**src/rtl/mii_txp_pkg.sv**
```systemverilog
package mii_txp_pkg;

  localparam int unsigned BYTE_W = 8;
  localparam int unsigned CRC_W  = 32;
  localparam logic [CRC_W-1:0] CRC_POLY_REFL = 32'hEDB88320;
  localparam logic [CRC_W-1:0] CRC_PRESET    = 32'hFFFFFFFF;

  typedef enum logic [2:0] {
    ST_IDLE = 3'd0,
    ST_LO   = 3'd1,
    ST_HI   = 3'd2,
    ST_FCS  = 3'd3,
    ST_GAP  = 3'd4
  } txp_state_e;

  // Advance a reflected CRC-32 register over one byte, LSB first.
  function automatic logic [CRC_W-1:0] crc_step_byte(input logic [CRC_W-1:0] cur,
                                                     input logic [BYTE_W-1:0] din);
    logic [CRC_W-1:0] r;
    r = cur ^ {{(CRC_W-BYTE_W){1'b0}}, din};
    for (int i = 0; i < BYTE_W; i++) begin
      r = r[0] ? ((r >> 1) ^ CRC_POLY_REFL) : (r >> 1);
    end
    return r;
  endfunction

endpackage

```
**src/rtl/mii_txp_crc.sv**
```systemverilog
module mii_txp_crc
  import mii_txp_pkg::*;
(
  input  logic              clk,
  input  logic              rst_n,
  input  logic              start,
  input  logic              step,
  input  logic [BYTE_W-1:0] din,
  output logic [CRC_W-1:0]  crc_o
);

  logic [CRC_W-1:0] crc_q;

  always_ff @(posedge clk) begin
    if (!rst_n) begin
      crc_q <= CRC_PRESET;
    end else if (start) begin
      crc_q <= crc_step_byte(CRC_PRESET, din);
    end else if (step) begin
      crc_q <= crc_step_byte(crc_q, din);
    end
  end

  assign crc_o = crc_q;

endmodule

```
**src/rtl/mii_txp_fcs_seq.sv**
```systemverilog
module mii_txp_fcs_seq #(
  parameter int unsigned WORD_W = 32,
  parameter int unsigned NIB_W  = 4
) (
  input  logic              clk,
  input  logic              rst_n,
  input  logic              load,
  input  logic [WORD_W-1:0] word_in,
  input  logic              advance,
  output logic [NIB_W-1:0]  nib_o,
  output logic              last_o
);

  localparam int unsigned NIBS  = WORD_W / NIB_W;
  localparam int unsigned CNT_W = (NIBS > 1) ? $clog2(NIBS) : 1;
  localparam logic [CNT_W-1:0] LAST_IDX = CNT_W'(NIBS - 1);

  logic [WORD_W-1:0] word_q;
  logic [CNT_W-1:0]  idx_q;

  always_ff @(posedge clk) begin
    if (!rst_n) begin
      word_q <= '0;
      idx_q  <= '0;
    end else if (load) begin
      word_q <= word_in;
      idx_q  <= '0;
    end else if (advance) begin
      word_q <= word_q >> NIB_W;
      idx_q  <= idx_q + 1'b1;
    end
  end

  assign nib_o  = word_q[NIB_W-1:0];
  assign last_o = (idx_q == LAST_IDX);

endmodule

```
**src/rtl/mii_txp_gap.sv**
```systemverilog
module mii_txp_gap #(
  parameter int unsigned IFG_NIBBLES = 24
) (
  input  logic clk,
  input  logic rst_n,
  input  logic start,
  output logic busy
);

  // The gap state lasts LOAD+1 cycles; the accepting idle cycle adds one more.
  localparam int unsigned LOAD  = IFG_NIBBLES - 2;
  localparam int unsigned CNT_W = $clog2(IFG_NIBBLES + 1);

  logic [CNT_W-1:0] cnt_q;

  always_ff @(posedge clk) begin
    if (!rst_n) begin
      cnt_q <= '0;
    end else if (start) begin
      cnt_q <= CNT_W'(LOAD);
    end else if (cnt_q != '0) begin
      cnt_q <= cnt_q - 1'b1;
    end
  end

  assign busy = (cnt_q != '0);

endmodule

```
**src/rtl/mii_tx_fcs_poison.sv**
```systemverilog
module mii_tx_fcs_poison
  import mii_txp_pkg::*;
#(
  parameter int unsigned NIB_W       = 4,
  parameter int unsigned IFG_NIBBLES = 24
) (
  input  logic              clk,
  input  logic              rst_n,
  input  logic [7:0]        s_data,
  input  logic              s_valid,
  input  logic              s_last,
  output logic              s_ready,
  output logic [NIB_W-1:0]  txd,
  output logic              tx_en,
  output logic              frame_done,
  output logic              underflow
);

  txp_state_e        state_q, state_d;
  logic [BYTE_W-1:0] byte_q;
  logic              last_q;
  logic              poison_q;
  logic              done_q;
  logic              uf_q;

  logic              accept;
  logic              crc_start, crc_step;
  logic [CRC_W-1:0]  crc_val;
  logic              fcs_load;
  logic [CRC_W-1:0]  fcs_word;
  logic [NIB_W-1:0]  fcs_nib;
  logic              fcs_last;
  logic              gap_start, gap_busy;

  assign s_ready   = (state_q == ST_IDLE) || ((state_q == ST_HI) && !last_q);
  assign accept    = s_valid && s_ready;
  assign crc_start = accept && (state_q == ST_IDLE);
  assign crc_step  = accept && (state_q == ST_HI);
  // Frame closes on the last byte or on a stalled source.
  assign fcs_load  = (state_q == ST_HI) && (last_q || !s_valid);
  assign fcs_word  = last_q ? ~crc_val : crc_val;
  assign gap_start = (state_q == ST_FCS) && fcs_last;

  mii_txp_crc u_crc (
    .clk   (clk),
    .rst_n (rst_n),
    .start (crc_start),
    .step  (crc_step),
    .din   (s_data),
    .crc_o (crc_val)
  );

  mii_txp_fcs_seq #(
    .WORD_W (CRC_W),
    .NIB_W  (NIB_W)
  ) u_fcs (
    .clk     (clk),
    .rst_n   (rst_n),
    .load    (fcs_load),
    .word_in (fcs_word),
    .advance (state_q == ST_FCS),
    .nib_o   (fcs_nib),
    .last_o  (fcs_last)
  );

  mii_txp_gap #(
    .IFG_NIBBLES (IFG_NIBBLES)
  ) u_gap (
    .clk   (clk),
    .rst_n (rst_n),
    .start (gap_start),
    .busy  (gap_busy)
  );

  always_comb begin
    state_d = state_q;
    unique case (state_q)
      ST_IDLE: if (accept)    state_d = ST_LO;
      ST_LO:                  state_d = ST_HI;
      ST_HI:   if (fcs_load)  state_d = ST_FCS;
               else           state_d = ST_LO;
      ST_FCS:  if (fcs_last)  state_d = ST_GAP;
      ST_GAP:  if (!gap_busy) state_d = ST_IDLE;
      default:                state_d = ST_IDLE;
    endcase
  end

  always_ff @(posedge clk) begin
    if (!rst_n) begin
      state_q  <= ST_IDLE;
      byte_q   <= '0;
      last_q   <= 1'b0;
      poison_q <= 1'b0;
      done_q   <= 1'b0;
      uf_q     <= 1'b0;
    end else begin
      state_q <= state_d;
      if (accept) begin
        byte_q <= s_data;
        last_q <= s_last;
      end
      if (fcs_load) poison_q <= !last_q;
      done_q <= gap_start;
      uf_q   <= gap_start && poison_q;
    end
  end

  always_comb begin
    unique case (state_q)
      ST_LO:   txd = byte_q[NIB_W-1:0];
      ST_HI:   txd = byte_q[2*NIB_W-1:NIB_W];
      ST_FCS:  txd = fcs_nib;
      default: txd = '0;
    endcase
  end

  assign tx_en      = (state_q == ST_LO) || (state_q == ST_HI) || (state_q == ST_FCS);
  assign frame_done = done_q;
  assign underflow  = uf_q;

endmodule

```
**config.mk**
```make
export PLATFORM = sky130hd
export DESIGN_NAME = mii_tx_fcs_poison
export DESIGN_NICKNAME = d
export VERILOG_FILES = /design/src/rtl/mii_txp_pkg.sv /design/src/rtl/mii_txp_crc.sv /design/src/rtl/mii_txp_fcs_seq.sv /design/src/rtl/mii_txp_gap.sv /design/src/rtl/mii_tx_fcs_poison.sv
export SDC_FILE = /design/constraint.sdc
export NUM_CORES = 1
export LEC_CHECK = 0
export BUFFER_PORTS_ARGS = -buffer_cell sky130_fd_sc_hd__buf_2
export CORE_MARGIN = 2
export CORE_UTILIZATION = 55
export DETAILED_ROUTE_END_ITERATION = 8
export HOLD_SLACK_MARGIN = 0.06
export PLACE_DENSITY = 0.72
export SLEW_MARGIN = 20
export SYNTH_ARGS = -nofsm -noshare
export SYNTH_HDL_FRONTEND = slang
export SYNTH_HIERARCHICAL = 1
export SYNTH_SLANG_ARGS = --single-unit
```
**constraint.sdc**
```tcl
create_clock -name clk -period 4.85 [get_ports clk]
set_clock_uncertainty 0.2 [all_clocks]
set_input_delay 0.485 -clock clk [delete_from_list [all_inputs] [get_ports clk]]
set_output_delay 0.485 -clock clk [all_outputs]
set_load 0.005 [all_outputs]
```
# Yosys cells after proc, flatten, opt, wreduce, memory -nomap -nowiden
# Index checks and enable logic that the tools add are counted.
[totals] regBits=87 in_bits=12
[classes] addsub=2 n_mux=29 n_eq_ne=8 bitwise_logic=20 reduce_logical=21
[op_table] cell="two-way mux 32 bit" n=21
[op_table] cell="NOT 13 -> 14 bit" n=16
[op_table] cell="NOT 32 bit" n=1
[op_table] cell="NOT 8 -> 32 bit" n=1
[op_table] cell="XOR 32 x 8 -> 32 bit" n=1
[op_table] cell="case mux 3 bit (5 select lines)" n=1
[op_table] cell="case mux 4 bit (3 select lines)" n=1
[op_table] cell="two-way mux 5 bit" n=2
[op_table] cell="two-way mux 3 bit" n=3
[op_table] cell="logical AND 1 bit" n=7
[op_table] cell="equality test 3 x 2 -> 1 bit (second input constant)" n=2
[op_table] cell="equality test 3 bit (second input constant)" n=2
[op_table] cell="inequality test 2 bit (second input constant)" n=3
[op_table] cell="nonzero test 2 bit" n=3
[op_table] cell="nonzero test 5 bit" n=1
[op_table] cell="subtractor 5 x 1 -> 5 bit (second input constant)" n=1
[op_table] cell="logical OR 1 bit" n=4
[op_table] cell="OR reduction 2 bit" n=2
[op_table] cell="adder 3 x 1 -> 3 bit (second input constant)" n=1
[op_table] cell="equality test 3 x 1 -> 1 bit (second input constant)" n=1
[op_table] cell="zero test 3 bit" n=1
[op_table] cell="AND reduction 3 bit" n=1
[op_table] cell="zero test 1 bit" n=2
[op_table] cell="two-way mux 2 bit" n=1
[op_table] cell="NOT 1 bit" n=1

# Longest topological paths before layout
[logic_depth] ltp_word=19 depth_mapped=9 mapped_depth_nobuf=8

# By module
# Netlist, hierarchy kept.
[by_module_without_submodules] mod="mii_txp_crc" cells_each=299 area_per_inst_um2=2865.2 seq_area_each_um2=640.6 n_inst=1
[by_module_without_submodules] mod="mii_txp_fcs_seq" cells_each=158 area_per_inst_um2=1745.4 seq_area_each_um2=700.7 n_inst=1
[by_module_without_submodules] mod="mii_tx_fcs_poison" cells_each=123 area_per_inst_um2=1049.8 seq_area_each_um2=300.3 n_inst=1
[by_module_without_submodules] mod="mii_txp_gap" cells_each=24 area_per_inst_um2=245.2 seq_area_each_um2=100.1 n_inst=1

# Worst setup path after synthesis
# Ideal clock, no wire load.
[synth_path] path_kind="in2reg" start="in s_valid" end="reg u_crc.crc_q[12], in the netlist u_crc/crc_o[12]" stages=7 setup_ps=141 setup_slack_ps=2186 arrival_time_ps=2322 required_ps=4509 cell_sequence="or3b_4 > a21oi_4 > and2_2 > clkbuf_1 > buf_1 > mux2i_1 > o211ai_1"
[synth_between] elab_chain_cells=3 elab_cells_between_ends=5 cone_classes="mux: 1; reduce/logical: 4"
[synth_lines] element="start, declared" line_no="mii_tx_fcs_poison.sv:10" text="input logic s_valid,"
[synth_lines] element="logical AND 1 bit" line_no="mii_tx_fcs_poison.sv:36" text="assign accept = s_valid && s_ready;"
[synth_lines] element="logical AND 1 bit" line_no="mii_tx_fcs_poison.sv:38" text="assign crc_step = accept && (state_q == ST_HI);"
[synth_lines] element="net crc_step" line_no="mii_tx_fcs_poison.sv:27" text="logic crc_start, crc_step;"
[synth_lines] element="nonzero test 2 bit (no line)"
[synth_lines] element="end signal, assigned" line_no="mii_txp_crc.sv:18" text="crc_q <= crc_step_byte(CRC_PRESET, din);"
[synth_lines] element="end signal, assigned" line_no="mii_txp_crc.sv:20" text="crc_q <= crc_step_byte(crc_q, din);"
[synth_lines] element="end, declared" line_no="mii_txp_crc.sv:12" text="logic [CRC_W-1:0] crc_q;"
# The timed path passes the listed nets, and every way through them passes these cells.
# A chain may end at the register's enable or synchronous reset.

# Worst setup path in the final report
[layout_path] start="reg state_q[2]" end="reg u_crc.crc_q[9], in the netlist u_crc/crc_o[9]"
[layout_between] elab_chain_cells=6 elab_cells_between_ends=9 cone_classes="eq/ne: 1; mux: 1; reduce/logical: 7"
[layout_lines] element="start, declared" line_no="mii_tx_fcs_poison.sv:19" text="txp_state_e state_q, state_d;"
[layout_lines] element="start signal, assigned" line_no="mii_tx_fcs_poison.sv:97" text="state_q <= state_d;"
[layout_lines] element="equality test 3 x 2 -> 1 bit" line_no="mii_tx_fcs_poison.sv:35, mii_tx_fcs_poison.sv:38"
[layout_lines] element="logical AND 1 bit" line_no="mii_tx_fcs_poison.sv:35" text="assign s_ready = (state_q == ST_IDLE) || ((state_q == ST_HI) && !last_q);"
[layout_lines] element="logical OR 1 bit" line_no="mii_tx_fcs_poison.sv:35"
[layout_lines] element="logical AND 1 bit" line_no="mii_tx_fcs_poison.sv:36"
[layout_lines] element="logical AND 1 bit (*)" line_no="mii_tx_fcs_poison.sv:38"
[layout_lines] element="net crc_step" line_no="mii_tx_fcs_poison.sv:27"
[layout_lines] element="nonzero test 2 bit (no line) (*)"
# Mark *: on every way through the listed nets, which the timed path passes. The rest lies on a longest branch.

==> metrics.md <==
| Metric | Value |
|---|---|
| DRC viols | `0` |
| Initial antenna violation count | `0` |
| Routability Congestion | `0.869` |
| IO buf count | `19` |
| Setup slack, reg-to-reg | `1.69 ns` |
| Crit path buf inv count | `2` |
| Xor/xnor cell area share of the yosys netlist | `27.9%` |
| Slowest stage delay, CP | `0.49 ns` |
| Compound-Gate Fraction of Synth Area | `13.0%` |
| Post-route cell area | `0.00620 mm^2` |
| Antenna fix cells | `0` |
| Max Fclk | `0.317 GHz` |
| Clk_lat worst skew | `0.36 ns` |
| Final nets | `602` |
| Synth Area in Adders | `0.636%` |
| Tightest Pin Transition | `0.673 ns` |
| Largest net degree at the start of global routing | `58` |
| Height of the die | `108 um` |
| Vias/cell | `5.68` |
| Critical setup path kind | `reg -> reg` |
| Mapped Nets | `619` |
| Cells along the critical path | `or3b_4 -> a21oi_4 -> and2_2 -> buf_4 -> inv_1 -> o21ai_0 -> nand2b_1 -> o21ai_0 -> nand2_1` |
| Worst reg2reg path startpoint | `state_q[2]` |
| Sequential share of the synthesized area | `29.5%` |
| Area grow syn2layout | `4.92%` |
| Total Routing Usage GR | `23.0%` |
| MaxCap Viol Count | `0` |
| Reg2Reg Capture Point | `u_crc/crc_o[9]` |
| Routed WL | `12800 um` |
| Worst Path Max Fanout | `35` |
| Setup TNS | `0 ns` |
| First-pass GRT wire length | `20800 um` |
| Slew HR | `55.0%` |
| Hold_buf cts | `0` |
| CP Capture Type | `flip-flop` |
| Final Max Slew Viols | `0` |
| Worst-case hold path end point | `last_q` |
| Core Area | `0.0104 mm^2` |
| Flop and latch count out of synthesis | `87` |
| I/O Pins | `20` |
| Worst-path clk slew | `0.10 ns` |
| Critical Path Slowest Stage Cell | `or3b_4` |
| Initial Util | `56.9%` |
| Syn. warnings | `6` |
| Hold Crit Depth | `3` |
| Pwr Density | `376 mW/mm^2` |
| Clock Sinks | `87` |
| CP required | `4.88 ns` |
| Worst Reg2Reg Path Length in Cells | `9` |
| CTS tree | `done` |
| DR pass1 iterations | `4` |
| Share of cells above drive strength 1 | `16.9%` |
| Crit path time final | `3.16 ns` |
| Syn_area_per_cell | `9.78 um^2` |
| CTS buffer count | `9` |
| Vias in the first global route | `3909` |
| EDFF count, synth | `0` |
| Bufs on Longest Clock Path | `2` |
| Outcome | `finished clean` |
| Chip width | `108 um` |
| HP Class | `in -> reg` |
| Largest family of logic cells by synthesized area | `XOR/XNOR gates` |
| FFs w/ async S/R, synth | `0%` |
| Crit-path leading delay family | `simple AND/OR/NAND/NOR gates` |
| Most common cell on crit path | `o21ai_0` |
| Root buffer cell | `clkbuf_8` |
| Period utilization | `65.1%` |
| Design Power | `2.33 mW` |
| Vias post-DR | `4138` |
| Post-synthesis simple-gate area fraction | `13.3%` |
| ANT nets after route | `0` |
| Fill count | `894` |
| Hold_sp | `s_last` |
| Final setup viols | `0` |
| Synth Instances | `604` |
| WP data arrival | `3.19 ns` |
| Prevailing post-synth register cell | `dfxtp_1` |
| Unrepaired setup endpoints after global routing | `false` |
| Site Rows | `37` |
| Drt first-iter violations | `241` |
| H-tree depth | `3` |
| Mux cell area share after synthesis | `10.3%` |
| Max VDD drop | `0.242 mV` |
| Setup bufs post-CTS | `0` |
| Reported leakage power | `2.74 nW` |
| Die ar. | `0.0116 mm^2` |
| Dpl cell area | `0.00596 mm^2` |
| Routed WL per cell | `17.6 um` |
| Total gr overflow | `0` |
| Detailed placement HPWL | `8990 um` |
| CTS resizes | `0` |
| Startpoint types | `flip-flop` |
| Cell Area, Synth | `0.00591 mm^2` |
| Library cells used by synthesis | `57` |
| Hold Violations, Final | `0` |
## power breakdown
| part | switching (mW) | total (mW) | internal, mW |
|---|---|---|---|
| Combinational | 0.419 | 0.913 | 0.494 |
| Clock | 0.285 | 0.530 | 0.245 |
| Sequential | 0.0997 | 0.885 | 0.786 |
| Total | 0.804 | 2.33 | 1.52 |
## sequential cells by signal, indices dropped and copies added (netlist names)
| signal | flops |
|---|---|
| u_fcs/word_q | 32 |
| state_q | 3 |
| underflow | 1 |
| frame_done | 1 |
| poison_q | 1 |
| u_fcs/idx_q | 3 |
| u_gap/cnt_q | 5 |
| last_q | 1 |
| byte_q | 8 |
| u_crc/crc_o | 32 |
## tightest hold or removal path, delay by kind of cell
family / cells / cell delay [ns]
buffers and inverters: 1 / 0.09
AOI/OAI and AO/OA: 1 / 0.07
and+or+nand+nor: 1 / 0.05
## routing by layer
layer	GRT usage, %	part of all wire, %	vias to the layer above
met5	0	0	-
met4	8.24	2.1	0
met3	2.85	3.8	24
met2	35.9	46	102
met1	32.8	48	1978
li1	-	-	2034
## placed cells by master (no fill, tap or decap), types with 4 or more instances in the layout
master | netlist | final
nand3_1 | 5 | 5
mux2_2 | 32 | 32
buf_2 | 14 | 19
o311ai_1 | 4 | 4
a21boi_0 | 4 | 4
inv_1 | 6 | 6
nand2b_1 | 26 | 26
dfxtp_1 | 87 | 86
o211ai_1 | 16 | 16
o21ai_0 | 12 | 12
a22oi_1 | 5 | 5
xnor2_2 | 9 | 9
xnor3_1 | 12 | 12
nor3_1 | 5 | 5
or2b_1 | 7 | 7
nor3b_1 | 5 | 4
xor2_1 | 56 | 56
o211a_1 | 28 | 28
a21boi_1 | 4 | 4
mux2i_1 | 25 | 25
clkbuf_8 | 0 | 9
or3b_1 | 4 | 4
buf_4 | 6 | 7
nor2_1 | 35 | 34
xnor2_1 | 64 | 64
nand2_1 | 47 | 47
a31oi_1 | 5 | 5
## Yosys cell counts, types with 3 or more instances
cell,count,share of area [%]
dfxtp_1,87,29
xnor2_1,64,9.5
xor2_1,56,8.3
nand2_1,47,3.0
nor2_1,35,2.2
mux2_2,32,6.1
o211a_1,28,4.7
clkbuf_1,27,1.7
nand2b_1,26,2.8
mux2i_1,25,4.2
o211ai_1,16,2.0
buf_2,14,1.2
o21ai_0,12,1.0
xnor3_1,12,4.6
xnor2_2,9,2.5
or2b_1,7,0.89
buf_4,6,0.76
inv_1,6,0.38
a22oi_1,5,0.64
a31oi_1,5,0.53
buf_6,5,0.95
nand3_1,5,0.42
nor3_1,5,0.42
nor3b_1,5,0.64
a21boi_0,4,0.51
a21boi_1,4,0.51
a21oi_1,4,0.34
o311ai_1,4,0.59
or3b_1,4,0.59
and3_1,3,0.32
buf_1,3,0.19
ha_1,3,0.64
nor2b_1,3,0.32
xnor2_4,3,1.4
## area by class of cell
| class | instances | area (um^2) | share of cell area (%) |
|---|---|---|---|
| clock inverters | 7 | 80.1 | 1.29 |
| well taps | 136 | 170 | 2.75 |
| flip-flops and latches | 87 | 1740 | 28.1 |
| repair buffers | 27 | 175 | 2.83 |
| multi-input cells | 455 | 3880 | 62.6 |
| inverters | 7 | 26.3 | 0.424 |
| clock buffers | 9 | 124 | 2.00 |
## stage by stage
step	cells	setup slack (ns)	hold slack, ns	utilization (%)
floorplan	604	2.19	0.232	-
global placement	711	1.68	0.255	57.5
detailed placement	711	1.63	0.266	57.5
CTS	727	1.78	0.160	59.5
global route	728	1.53	0.177	59.7
finish	728	1.69	0.172	59.7
## worst max-delay path by stage
stage | start | to | slack, ns | cells past startpoint
final | state_q[2] | u_crc/crc_o[9] | 1.69 | 9
after global routing | state_q[0] | u_crc/crc_o[9] | 1.53 | 9
after CTS | state_q[2] | u_crc/crc_o[25] | 1.78 | 7
after detailed placement | s_valid | u_crc/crc_o[25] | 1.63 | 8
after global placement | s_valid | u_crc/crc_o[25] | 1.68 | 8
after floorplan | s_valid | u_crc/crc_o[12] | 2.19 | 7
## cells by family after synthesis
kind of cell | Yosys count
adder cells (fa/ha/maj) | 3
XOR/XNOR | 148
buffers and inverters | 62
multiplexers | 57
flip-flops | 87
AND/OR/NAND/NOR | 151
AO/OA/AOI/OAI | 96
Note: power is estimated with default switching activity, not from simulation.
